$ cat config.mk
export PLATFORM = sky130hd
export DESIGN_NAME = hostbus_master
export DESIGN_NICKNAME = d
export VERILOG_FILES = /design/src/rtl/hb_pkg.sv /design/src/rtl/hb_lane_steer.sv /design/src/rtl/hb_rd_align.sv /design/src/rtl/hb_strobe_cnt.sv /design/src/rtl/hostbus_master.sv
export SDC_FILE = /design/constraint.sdc
export NUM_CORES = 1
export LEC_CHECK = 0
export BUFFER_PORTS_ARGS = -buffer_cell sky130_fd_sc_hd__buf_2
export CELL_PAD_IN_SITES_DETAIL_PLACEMENT = 1
export CELL_PAD_IN_SITES_GLOBAL_PLACEMENT = 2
export CORE_ASPECT_RATIO = 0.75
export CORE_MARGIN = 2
export CORE_UTILIZATION = 33
export DETAILED_ROUTE_END_ITERATION = 10
export PLACE_DENSITY = 0.85
export SLEW_MARGIN = 20
export SYNTH_ARGS = -nofsm -noshare
export SYNTH_HDL_FRONTEND = slang
export SYNTH_SLANG_ARGS = --single-unit
$ cat constraint.sdc
create_clock -name clk -period 3.5 [get_ports clk]
set_input_delay 0.35 -clock clk [delete_from_list [all_inputs] [get_ports clk]]
set_output_delay 0.35 -clock clk [all_outputs]
set_load 0.02 [all_outputs]
$ cat src/rtl/hb_pkg.sv
package hb_pkg;
  localparam int BUS_W = 32;
  localparam int NLANE = BUS_W / 8;

  typedef enum logic [2:0] {
    ST_IDLE,
    ST_FWAIT,
    ST_SETUP,
    ST_STROBE,
    ST_HOLD
  } hb_state_e;

  localparam logic [1:0] QUAL_ALE  = 2'b01;
  localparam logic [1:0] QUAL_BOTH = 2'b11;
endpackage

$ cat src/rtl/hb_lane_steer.sv
module hb_lane_steer
  import hb_pkg::*;
(
  input  logic             mode16,
  input  logic             word,
  input  logic             bsel_en,
  input  logic [1:0]       addr_lo,
  input  logic [BUS_W-1:0] wdata,
  input  logic [NLANE-1:0] be,
  output logic [BUS_W-1:0] dout,
  output logic [1:0]       bsel_n,
  output logic             bad
);
  logic [7:0]  sel_byte;
  logic [15:0] sel_half;
  logic [1:0]  be_half;

  always_comb begin
    sel_byte = wdata[{addr_lo, 3'b000} +: 8];
    sel_half = wdata[{addr_lo[1], 4'b0000} +: 16];
    be_half  = be[{addr_lo[1], 1'b0} +: 2];
    if (mode16) begin
      dout   = word ? ({16'b0, sel_half} << {addr_lo[1], 4'b0000}) : {16'b0, sel_half};
      bsel_n = bsel_en ? ~be_half : 2'b11;
      bad    = !bsel_en && (be_half == 2'b01 || be_half == 2'b10);
    end else begin
      dout   = word ? ({24'b0, sel_byte} << {addr_lo, 3'b000}) : {24'b0, sel_byte};
      bsel_n = 2'b11;
      bad    = 1'b0;
    end
  end
endmodule

$ cat src/rtl/hb_rd_align.sv
module hb_rd_align
  import hb_pkg::*;
(
  input  logic             mode16,
  input  logic             word,
  input  logic             bsel_en,
  input  logic [1:0]       addr_lo,
  input  logic [NLANE-1:0] be,
  input  logic [BUS_W-1:0] din,
  output logic [BUS_W-1:0] rd
);
  logic [7:0]  src_byte;
  logic [15:0] src_half;
  logic [1:0]  keep;

  always_comb begin
    src_byte = word ? din[{addr_lo, 3'b000} +: 8] : din[7:0];
    src_half = word ? din[{addr_lo[1], 4'b0000} +: 16] : din[15:0];
    keep     = bsel_en ? be[{addr_lo[1], 1'b0} +: 2] : 2'b11;
    if (mode16)
      rd = {16'b0, src_half & {{8{keep[1]}}, {8{keep[0]}}}} << {addr_lo[1], 4'b0000};
    else
      rd = {24'b0, src_byte} << {addr_lo, 3'b000};
  end
endmodule

$ cat src/rtl/hb_strobe_cnt.sv
module hb_strobe_cnt #(
  parameter int WS_W = 2,
  localparam int CW  = WS_W + 2
) (
  input  logic            clk,
  input  logic            rst,
  input  logic            load,
  input  logic [WS_W-1:0] ws,
  output logic            done
);
  logic [CW-1:0] cnt;

  always_ff @(posedge clk) begin
    if (rst)
      cnt <= '0;
    else if (load)
      cnt <= CW'({ws, 1'b0});
    else if (cnt != '0)
      cnt <= cnt - 1'b1;
  end

  assign done = (cnt == '0);
endmodule

$ cat src/rtl/hostbus_master.sv
module hostbus_master
  import hb_pkg::*;
#(
  parameter int ADDR_W = 20,
  parameter int WS_W   = 2
) (
  input  logic              clk,
  input  logic              rst,
  input  logic              cfg_mode16,
  input  logic              cfg_word,
  input  logic              cfg_bsel_en,
  input  logic [1:0]        cfg_qual,
  input  logic              cfg_fifo,
  input  logic [WS_W-1:0]   cfg_rd_ws,
  input  logic [WS_W-1:0]   cfg_wr_ws,
  input  logic              req,
  input  logic              req_we,
  input  logic [ADDR_W-1:0] req_addr,
  input  logic [BUS_W-1:0]  req_wdata,
  input  logic [NLANE-1:0]  req_be,
  output logic              ack,
  output logic              err,
  output logic [BUS_W-1:0]  rdata,
  output logic [ADDR_W-1:0] bus_addr,
  output logic [BUS_W-1:0]  bus_dout,
  output logic              bus_doe,
  input  logic [BUS_W-1:0]  bus_din,
  output logic              bus_cs_n,
  output logic              bus_ale,
  output logic              bus_wr_n,
  output logic              bus_rd_n,
  output logic [1:0]        bus_bsel_n,
  input  logic              fifo_full,
  input  logic              fifo_empty
);
  hb_state_e state;

  // latched request
  logic              r_we;
  logic [ADDR_W-1:0] r_addr;
  logic [BUS_W-1:0]  r_wdata;
  logic [NLANE-1:0]  r_be;

  // request source: live port in idle, latched copy otherwise
  logic              s_idle;
  logic              s_we;
  logic [ADDR_W-1:0] s_addr;
  logic [BUS_W-1:0]  s_wdata;
  logic [NLANE-1:0]  s_be;

  assign s_idle  = (state == ST_IDLE);
  assign s_we    = s_idle ? req_we    : r_we;
  assign s_addr  = s_idle ? req_addr  : r_addr;
  assign s_wdata = s_idle ? req_wdata : r_wdata;
  assign s_be    = s_idle ? req_be    : r_be;

  logic [BUS_W-1:0] st_dout;
  logic [1:0]       st_bsel_n;
  logic             st_bad;
  logic [BUS_W-1:0] rd_aligned;
  logic             cnt_load;
  logic             cnt_done;
  logic             blocked;
  logic             use_cs;
  logic             use_ale;

  hb_lane_steer u_steer (
    .mode16  (cfg_mode16),
    .word    (cfg_word),
    .bsel_en (cfg_bsel_en),
    .addr_lo (s_addr[1:0]),
    .wdata   (s_wdata),
    .be      (s_be),
    .dout    (st_dout),
    .bsel_n  (st_bsel_n),
    .bad     (st_bad)
  );

  hb_rd_align u_align (
    .mode16  (cfg_mode16),
    .word    (cfg_word),
    .bsel_en (cfg_bsel_en),
    .addr_lo (r_addr[1:0]),
    .be      (r_be),
    .din     (bus_din),
    .rd      (rd_aligned)
  );

  hb_strobe_cnt #(.WS_W(WS_W)) u_cnt (
    .clk  (clk),
    .rst  (rst),
    .load (cnt_load),
    .ws   (r_we ? cfg_wr_ws : cfg_rd_ws),
    .done (cnt_done)
  );

  assign cnt_load = (state == ST_SETUP);
  assign blocked  = cfg_fifo && (s_we ? fifo_full : fifo_empty);
  assign use_ale  = (cfg_qual == QUAL_ALE) || (cfg_qual == QUAL_BOTH);
  assign use_cs   = (cfg_qual != QUAL_ALE);

  always_ff @(posedge clk) begin
    if (rst) begin
      state      <= ST_IDLE;
      r_we       <= 1'b0;
      r_addr     <= '0;
      r_wdata    <= '0;
      r_be       <= '0;
      ack        <= 1'b0;
      err        <= 1'b0;
      rdata      <= '0;
      bus_addr   <= '0;
      bus_dout   <= '0;
      bus_doe    <= 1'b0;
      bus_cs_n   <= 1'b1;
      bus_ale    <= 1'b0;
      bus_wr_n   <= 1'b1;
      bus_rd_n   <= 1'b1;
      bus_bsel_n <= 2'b11;
    end else begin
      ack <= 1'b0;
      err <= 1'b0;
      case (state)
        ST_IDLE, ST_FWAIT: begin
          if (s_idle && req && !ack) begin
            r_we    <= req_we;
            r_addr  <= req_addr;
            r_wdata <= req_wdata;
            r_be    <= req_be;
          end
          if ((s_idle && req && !ack) || !s_idle) begin
            if (s_idle && st_bad) begin
              ack <= 1'b1;
              err <= 1'b1;
            end else if (blocked) begin
              state <= ST_FWAIT;
            end else begin
              state      <= ST_SETUP;
              bus_addr   <= s_addr;
              bus_dout   <= st_dout;
              bus_doe    <= s_we;
              bus_bsel_n <= st_bsel_n;
              bus_cs_n   <= !use_cs;
              bus_ale    <= use_ale;
            end
          end
        end
        ST_SETUP: begin
          state    <= ST_STROBE;
          bus_wr_n <= !r_we;
          bus_rd_n <= r_we;
        end
        ST_STROBE: begin
          if (cnt_done) begin
            bus_wr_n <= 1'b1;
            bus_rd_n <= 1'b1;
            if (!r_we) rdata <= rd_aligned;
            state <= ST_HOLD;
          end
        end
        ST_HOLD: begin
          bus_cs_n   <= 1'b1;
          bus_ale    <= 1'b0;
          bus_doe    <= 1'b0;
          bus_bsel_n <= 2'b11;
          ack        <= 1'b1;
          state      <= ST_IDLE;
        end
        default: state <= ST_IDLE;
      endcase
    end
  end

  // Assertions
  AST_STROBE_EXCL: assert property (@(posedge clk) disable iff (rst)
    !(!bus_wr_n && !bus_rd_n));

  AST_STROBE_QUALIFIED: assert property (@(posedge clk) disable iff (rst)
    (!bus_wr_n || !bus_rd_n) |-> (!bus_cs_n || bus_ale));

  AST_OE_NOT_READ: assert property (@(posedge clk) disable iff (rst)
    bus_doe |-> bus_rd_n);

  AST_IDLE_KEEPS: assert property (@(posedge clk) disable iff (rst)
    (state == ST_IDLE && $past(state) == ST_IDLE) |-> ($stable(bus_addr) && $stable(bus_dout)));

  AST_ERR_QUIET: assert property (@(posedge clk) disable iff (rst)
    err |-> (ack && bus_cs_n && !bus_ale && bus_wr_n && bus_rd_n));

  AST_FIFO_WR_GATE: assert property (@(posedge clk) disable iff (rst)
    (cfg_fifo && $fell(bus_wr_n) && $past(state, 2) != ST_HOLD) |-> !$past(fifo_full, 2));
endmodule

==> metrics.md, run 1 <==
| Metric | Value |
|---|---|
| Site row count | 48 |
| DR WL/cell | slightly below 20 um |
| Cell with the most instances after synthesis | nand2_1 |
| Met3 Use GR | 0.0722 |
| Total CTS buffers | 17 |
| H-tree level count | 4 |
| Yosys top cell by area | dfxtp_1 |
| Cell leakage power | approximately 4 nW |
| Status | complete, no violations |
| Area growth from synthesis to layout | 22.4% |
| Worst hold stages | 2 |
| Final Setup Violations | 0 |
| Worst r2r dst | bus_dout[28] |
| Grt ovf | 0 |
| Period utilization | 0.792 |
| Syn Nets | 1062 |
| Reg2Reg Depth | 7 |
| Worst-path clk slew | 0.07 ns |
| Clock power share | 0.336 |
| Ys async rst share | 0 |
| CTS resizes | 0 |
| Initial antenna violation count | 5 |
| CORE AREA | 23200 um^2 |
| Min-delay worst type | in -> reg |
| Dpl hpwl | 19800 um |
| Synth Instances | 958 |
| Worst r2r src | state[1] |
| First drt pass iteration count | 4 |
| Placer's final routability congestion estimate | 0.849 |
| Worst skew pair latency | 0.43 ns |
| Post-Route WL | 27600 um |
| Largest net degree at the start of global routing | 104 |
| Initial Utilization | 0.338 |
| Sw frac | 0.342 |
| R2R setup slack | 0.73 ns |
| CTS tree | built |
| Synth Flop Type | dfxtp_1 |
| Internal | approximately 3.5 mW |
| Yosys reg bits | 157 |
| Post-synthesis cell area | 7840 um^2 |
| First-pass GRT wire length | 42500 um |
| Met1 global-route usage | 0.309 |
| Vias in the first global route | 7446 |
| Sequential share of power | 0.388 |
| Sequential fraction of the synthesis area | 0.401 |
| CTS Root Cell | clkbuf_16 |
| Synthesized area per cell | 8.19 um^2 |
| Worst-path maximum fanout | 36 |
| WS Path Type | reg -> reg |
| Layout fillers | 2833 |
| CP endpoint kind | register |
| RSZ-0062 raised after global routing | no |
| Die Span X | 182 um |
| CTS max path bufs | 2 |
| 1st-iter DRT viols | between 400 and 500 |
| Clock sink count | 157 |
| Crit start category | register |
| Post-CTS setup buffer count | 0 |
| WP data required | roughly 3.9 ns |
| Critical hold path startpoint | cfg_qual[0] |
| Final TNS setup | 0 ns |
| Critical path arrival | 3.13 ns |
| Vert. Die Dim | between 100 and 150 um |
| Clock Skew | 0.0104 ns |
| Achievable frequency | roughly 360 MHz |
| Synth cell count leaders | nand2_1 (205), dfxtp_1 (157), a21oi_1 (91), nor2_1 (90), mux2i_1 (88) |
| Dominant cells by area after synthesis | dfxtp_1 (40%), mux2i_1 (11%), nand2_1 (9.8%), a21oi_1 (5.8%), mux2_2 (4.5%) |
| EDFF count, synth | 0 |
| Final Hold Vio Count | 0 |
| Slowest cell on the critical path | or4b_1 |
| Via/cell ratio | 5.25 |
| DRC viols | 0 |
| # IOs | 197 |
| Relative slew slack | 0.450 |
| # Max-Cap Violations | 0 |
| Synth top area share | 0.401 |
| GR peak layer | met2 |
| Worst Tran Pin Value | a little over 0.8 ns |
| Routed vias | 7470 |
| Worst vdd ir | 356 uV |
| Share of cells above drive strength 1 | 0.262 |
| Hold Path End | bus_ale |
| Max stage delay on crit path | just under 0.6 ns |
| Combinational Power Share | 0.276 |
| Distinct cells, synth | 55 |
| Met2 usage in global routing | 0.329 |
| Final slew viol count | 0 |
| Syn. warnings | 0 |
| CTS hold repair buffers | 0 |
| Fin crit period | ~2.8 ns |
| Worst-path cell chain | or4b_1 -> and3_1 -> o21ai_2 -> nand3_2 -> buf_4 -> or3_1 -> a21oi_1 |
| GRT Total Usage | 0.221 |
| Nets | between 1000 and 1500 |
| Die area | between 20000 and 30000 um^2 |
| Net Sw Power | roughly 1.8 mW |
| PwrDens | 561 nW/um^2 |
| Post-layout power | 5.39 mW |
| Port bufs | between 150 and 200 |
| ANT nets after route | 0 |
worst max path at each step:
stage | from | end | slack (ns) | depth (start not counted)
6_report | state[1] | bus_dout[28] | 0.73 | 7
5_1_grt | state[1] | bus_dout[28] | 0.54 | 7
4_1_cts | state[1] | bus_dout[28] | 0.73 | 7
3_5_place_dp | state[1] | bus_dout[21] | 0.74 | 7
3_3_place_gp | state[1] | bus_dout[27] | 0.80 | 7
2_1_floorplan | state[0] | bus_dout[6] | 1.42 | 9
cell usage in the layout (no fill, tap or decap), types with 3 or more instances in the layout:
cell | synthesis | final
diode_2 | 0 | 5
clkbuf_8 | 0 | 4
buf_4 | 1 | 14
dfxtp_1 | 157 | 156
o21ai_0 | 4 | 4
a211oi_1 | 24 | 24
nand3_1 | 3 | 3
a311oi_1 | 19 | 19
nor3_1 | 23 | 22
or2_2 | 4 | 4
mux2i_1 | 88 | 88
nand2_1 | 205 | 204
o31ai_1 | 10 | 10
a21oi_1 | 91 | 91
clkinv_2 | 0 | 3
a22o_1 | 7 | 7
mux2_2 | 31 | 31
a22oi_1 | 30 | 30
or3_1 | 19 | 19
buf_2 | 17 | 195
nor2b_1 | 6 | 6
a31oi_1 | 4 | 4
nor2_1 | 90 | 90
nand2b_1 | 4 | 4
clkbuf_16 | 0 | 17
xnor2_1 | 3 | 3
o22ai_1 | 9 | 9
buf_12 | 0 | 3
a221oi_1 | 7 | 7
worst max-delay path: cells and delay by family, from the launching register on:
kind,cells,cell delay (ns)
flops,1,0.49
simple gates,4,1.48
buf+inv,1,0.36
compound gates,2,0.34
power by group through the flow:
| stage | registers (mW) | logic [mW] | clock network (mW) |
|---|---|---|---|
| 2_1_floorplan | 2.18 | 0.931 | 0 |
| 6_report | 2.09 | 1.49 | 1.81 |
| 3_3_place_gp | 2.12 | 1.46 | 0 |
| 5_1_grt | 2.11 | 1.63 | 1.94 |
| 4_1_cts | 2.09 | 1.49 | 1.87 |
| 3_5_place_dp | 2.13 | 1.49 | 0 |
sequential cells by signal, summed over array words and instances, names as in the netlist, 2 cells and up:
signal,cells
u_cnt.cnt,4
bus_dout,32
r_be,4
bus_bsel_n,2
r_wdata,32
bus_addr,20
state,3
r_addr,20
rdata,32
layer usage:
| layer | vias to the layer above | wire, um |
|---|---|---|
| met5 | - | 24 |
| met4 | 4 | 253 |
| met3 | 20 | 2090 |
| met2 | 192 | 11400 |
| met1 | 3564 | 13800 |
| li1 | 3690 | - |
cell families (layout without fill, tap and decap cells):
| kind of cell | Yosys count | in the layout | synth area share |
|---|---|---|---|
| AND/OR/NAND/NOR | 376 | 376 | 0.207 |
| multiplexers | 119 | 119 | 0.157 |
| AO/OA/AOI/OAI | 218 | 218 | 0.184 |
| buffers and inverters | 85 | 246 | 0.0477 |
| XOR/XNOR | 3 | 3 | 0.00335 |
| flip-flops | 157 | 157 | 0.401 |
| other | 0 | 5 | 0 |
final cells by class:
type / count / area (um^2) / share of cell area
flip-flops and latches: 157 / 3140 / 0.328
well taps: 300 / 375 / 0.0391
repair buffers: 213 / 1150 / 0.120
clock buffers: 22 / 484 / 0.0505
multi-input cells: 716 / 4330 / 0.452
clock inverters: 9 / 86.3 / 0.00900
inverters: 2 / 7.51 / 0.000782
diodes: 5 / 12.5 / 0.00130
stage by stage:
step | setup WS [ns] | std cells | hold WS (ns) | area (um^2) | util
after global placement | 0.796 | 1388 | 0.440 | 9010 | 0.389
final | 0.729 | 1424 | 0.144 | 9600 | 0.414
after detailed placement | 0.743 | 1388 | 0.445 | 9010 | 0.389
after global routing | 0.536 | 1419 | 0.133 | 9580 | 0.413
after CTS | 0.726 | 1419 | 0.122 | 9580 | 0.413
after floorplan | 1.42 | 958 | 0.432 | 7840 | -
No activity file was read; power rests on OpenSTA's default activity.
==> inputs of run 2 (changes only) <==
--- a/config.mk
+++ b/config.mk
@@ -10,9 +10,9 @@
 export CELL_PAD_IN_SITES_GLOBAL_PLACEMENT = 2
 export CORE_ASPECT_RATIO = 0.75
 export CORE_MARGIN = 2
-export CORE_UTILIZATION = 33
+export CORE_UTILIZATION = 31
 export DETAILED_ROUTE_END_ITERATION = 10
-export PLACE_DENSITY = 0.85
+export PLACE_DENSITY = 0.81
 export SLEW_MARGIN = 20
 export SYNTH_ARGS = -nofsm -noshare
 export SYNTH_HDL_FRONTEND = slang
==> constraint.sdc (replaced) <==
create_clock -name clk -period 2.6 [get_ports clk]
set_input_delay 0.26 -clock clk [delete_from_list [all_inputs] [get_ports clk]]
set_output_delay 0.26 -clock clk [all_outputs]
set_load 0.02 [all_outputs]
==> run 2 against run 1 <==
- clock-buffer cell count is 4 lower
- global-route usage down 1.1 points
- routed wire length up 1.9%
- clock power is 31% higher
- worst hold slack worse by 0.093 ns
- non-clock buffer count grew 20
- critical endpoint is now bus_dout[30]
- largest power group unchanged
- highest routed layer unchanged
==> metrics.md, run 2 (synthesis results as in run 1) <==
| Metric | Value |
|---|---|
| Final cell count without fillers | about 1500 |
| Final core utilization | 0.393 |
| PwrDens | 741 nW/um^2 |
| Dpl ws | 0.111 ns |
| CTS resizes | 0 |
| Port bufs | 196 |
| Commonest cells after routing, fill and taps aside | nand2_1 (204), buf_2 (195), dfxtp_1 (156) |
| GRT Total Usage | 0.210 |
| DRC viols | 0 |
| Critical Path End | bus_dout[30] |
| Worst hold slack | 0.0512 ns |
| Regs by FF count | bus_dout: 32 flops, r_wdata: 32 flops, rdata: 32 flops |
| # IOs | 197 |
| Cell leakage power | 4.13 nW |
| Slowest cell on the critical path | or4b_1 |
| Post-DP Area | ~9200 um^2 |
| Min-delay worst type | in -> reg |
| Post-Route WL | 28100 um |
| Critical path depth | 7 |
| CTS hold repair buffers | 0 |
| DR WL/cell | ~19 um |
| Worst-path maximum fanout | 48 |
| Critical path arrival | 2.79 ns |
| CORE AREA | around 25000 um^2 |
| Worst-path clk slew | 0.06 ns |
| Initial antenna violation count | 7 |
| Relative slew slack | 0.418 |
| Final slew viol count | 0 |
| WP data required | 2.96 ns |
| Fin crit period | around 2.4 ns |
| Via/cell ratio | 5.15 |
| Worst setup margin | 0.171 ns |
| First-pass GRT wire length | ~44000 um |
| Achievable frequency | 412 MHz |
| Largest net degree at the start of global routing | 80 |
| WS Path Type | reg -> reg |
| Dpl cells | 1446 |
| 1st-iter DRT viols | 447 |
| Total CTS buffers | 17 |
| Status | complete, no violations |
| Reg2Reg Depth | 7 |
| CTS max path bufs | 2 |
| CTS tree | built |
| Critical hold path startpoint | cfg_qual[0] |
| Post-route cell area | between 9000 and 10000 um^2 |
| R2R setup slack | 0.17 ns |
| Initial Utilization | 0.315 |
| Clock sink count | 157 |
| Max stage delay on crit path | 0.59 ns |
| Most common cell after layout, fill and taps aside | nand2_1 |
| Dpl hpwl | 20600 um |
| ANT nets after route | 0 |
| Grt ovf | 0 |
| Routed vias | ~7600 |
| Placer's final routability congestion estimate | 0.851 |
| CP endpoint kind | register |
| Worst Tran Pin Value | 0.873 ns |
| Worst r2r dst | bus_dout[30] |
| Die area | 26600 um^2 |
| First drt pass iteration count | 5 |
| Vias in the first global route | 7620 |
| Delay-heaviest family, CP | simple AND/OR/NAND/NOR gates |
| Share of cells above drive strength 1 | 0.278 |
| Post-layout power | between 7 and 8 mW |
| RSZ-0062 raised after global routing | no |
| Site row count | 50 |
| Worst skew pair latency | ~0.45 ns |
| CP bufs+invs | 1 |
| Worst vdd ir | 506 uV |
| Post-CTS setup buffer count | 0 |
| Period utilization | 0.934 |
| Worst-path cell chain | or4b_1 -> and3_1 -> o21ai_2 -> nand3_2 -> buf_12 -> or3_1 -> a21oi_1 |
| Final TNS setup | 0 ns |
| Clock Skew | 0.0135 ns |
| Final Hold Vio Count | 0 |
| Worst r2r src | state[0] |
| H-tree level count | 4 |
| Nets | 1231 |
| Area growth from synthesis to layout | 24.7% |
| # Max-Cap Violations | 0 |
| Crit start category | register |
| CTS Root Cell | clkbuf_16 |
| Critical path startpoint | state[0] |
| Vert. Die Dim | 142 um |
| Die Span X | 188 um |
| Final Setup Violations | 0 |
-- run 2: cell count changes in the layout (fill, tap and decap cells not counted), moves of 2 or more --
cell,before,now
inv_6,1,4
clkinv_4,2,4
buf_4,14,35
clkbuf_8,4,1
-- run 2: worst min path at each step --
stage	end	cells after the start
3_3_place_gp	bus_dout[26]	2
3_5_place_dp	bus_dout[26]	2
6_report	bus_ale	2
4_1_cts	bus_ale	2
5_1_grt	bus_ale	2
2_1_floorplan	bus_ale	1
-- run 2: metal layers --
| layer | part of all wire | track usage | vias to the layer above |
|---|---|---|---|
| met5 | 0.0017 | 0 | - |
| li1 | - | - | 3736 |
| met3 | 0.073 | 0.0695 | 25 |
| met1 | 0.50 | 0.298 | 3663 |
| met2 | 0.42 | 0.308 | 195 |
| met4 | 0.0085 | 0.0448 | 8 |
-- run 2: power by group --
| part | internal (mW) | switching, mW |
|---|---|---|
| combinational | 0.781 | 1.30 |
| sequential | 2.63 | 0.165 |
| clock | 1.26 | 1.11 |
| total | 4.67 | 2.58 |
-- run 2: final cells by class --
class	count	area (um^2)
fillers	3071	15100
clock inverters	14	111
inverters	2	7.51
multi-input cells	716	4340
clock buffers	18	439
diodes	4	10.0
repair buffers	233	1300
well taps	338	423
flip-flops and latches	157	3140
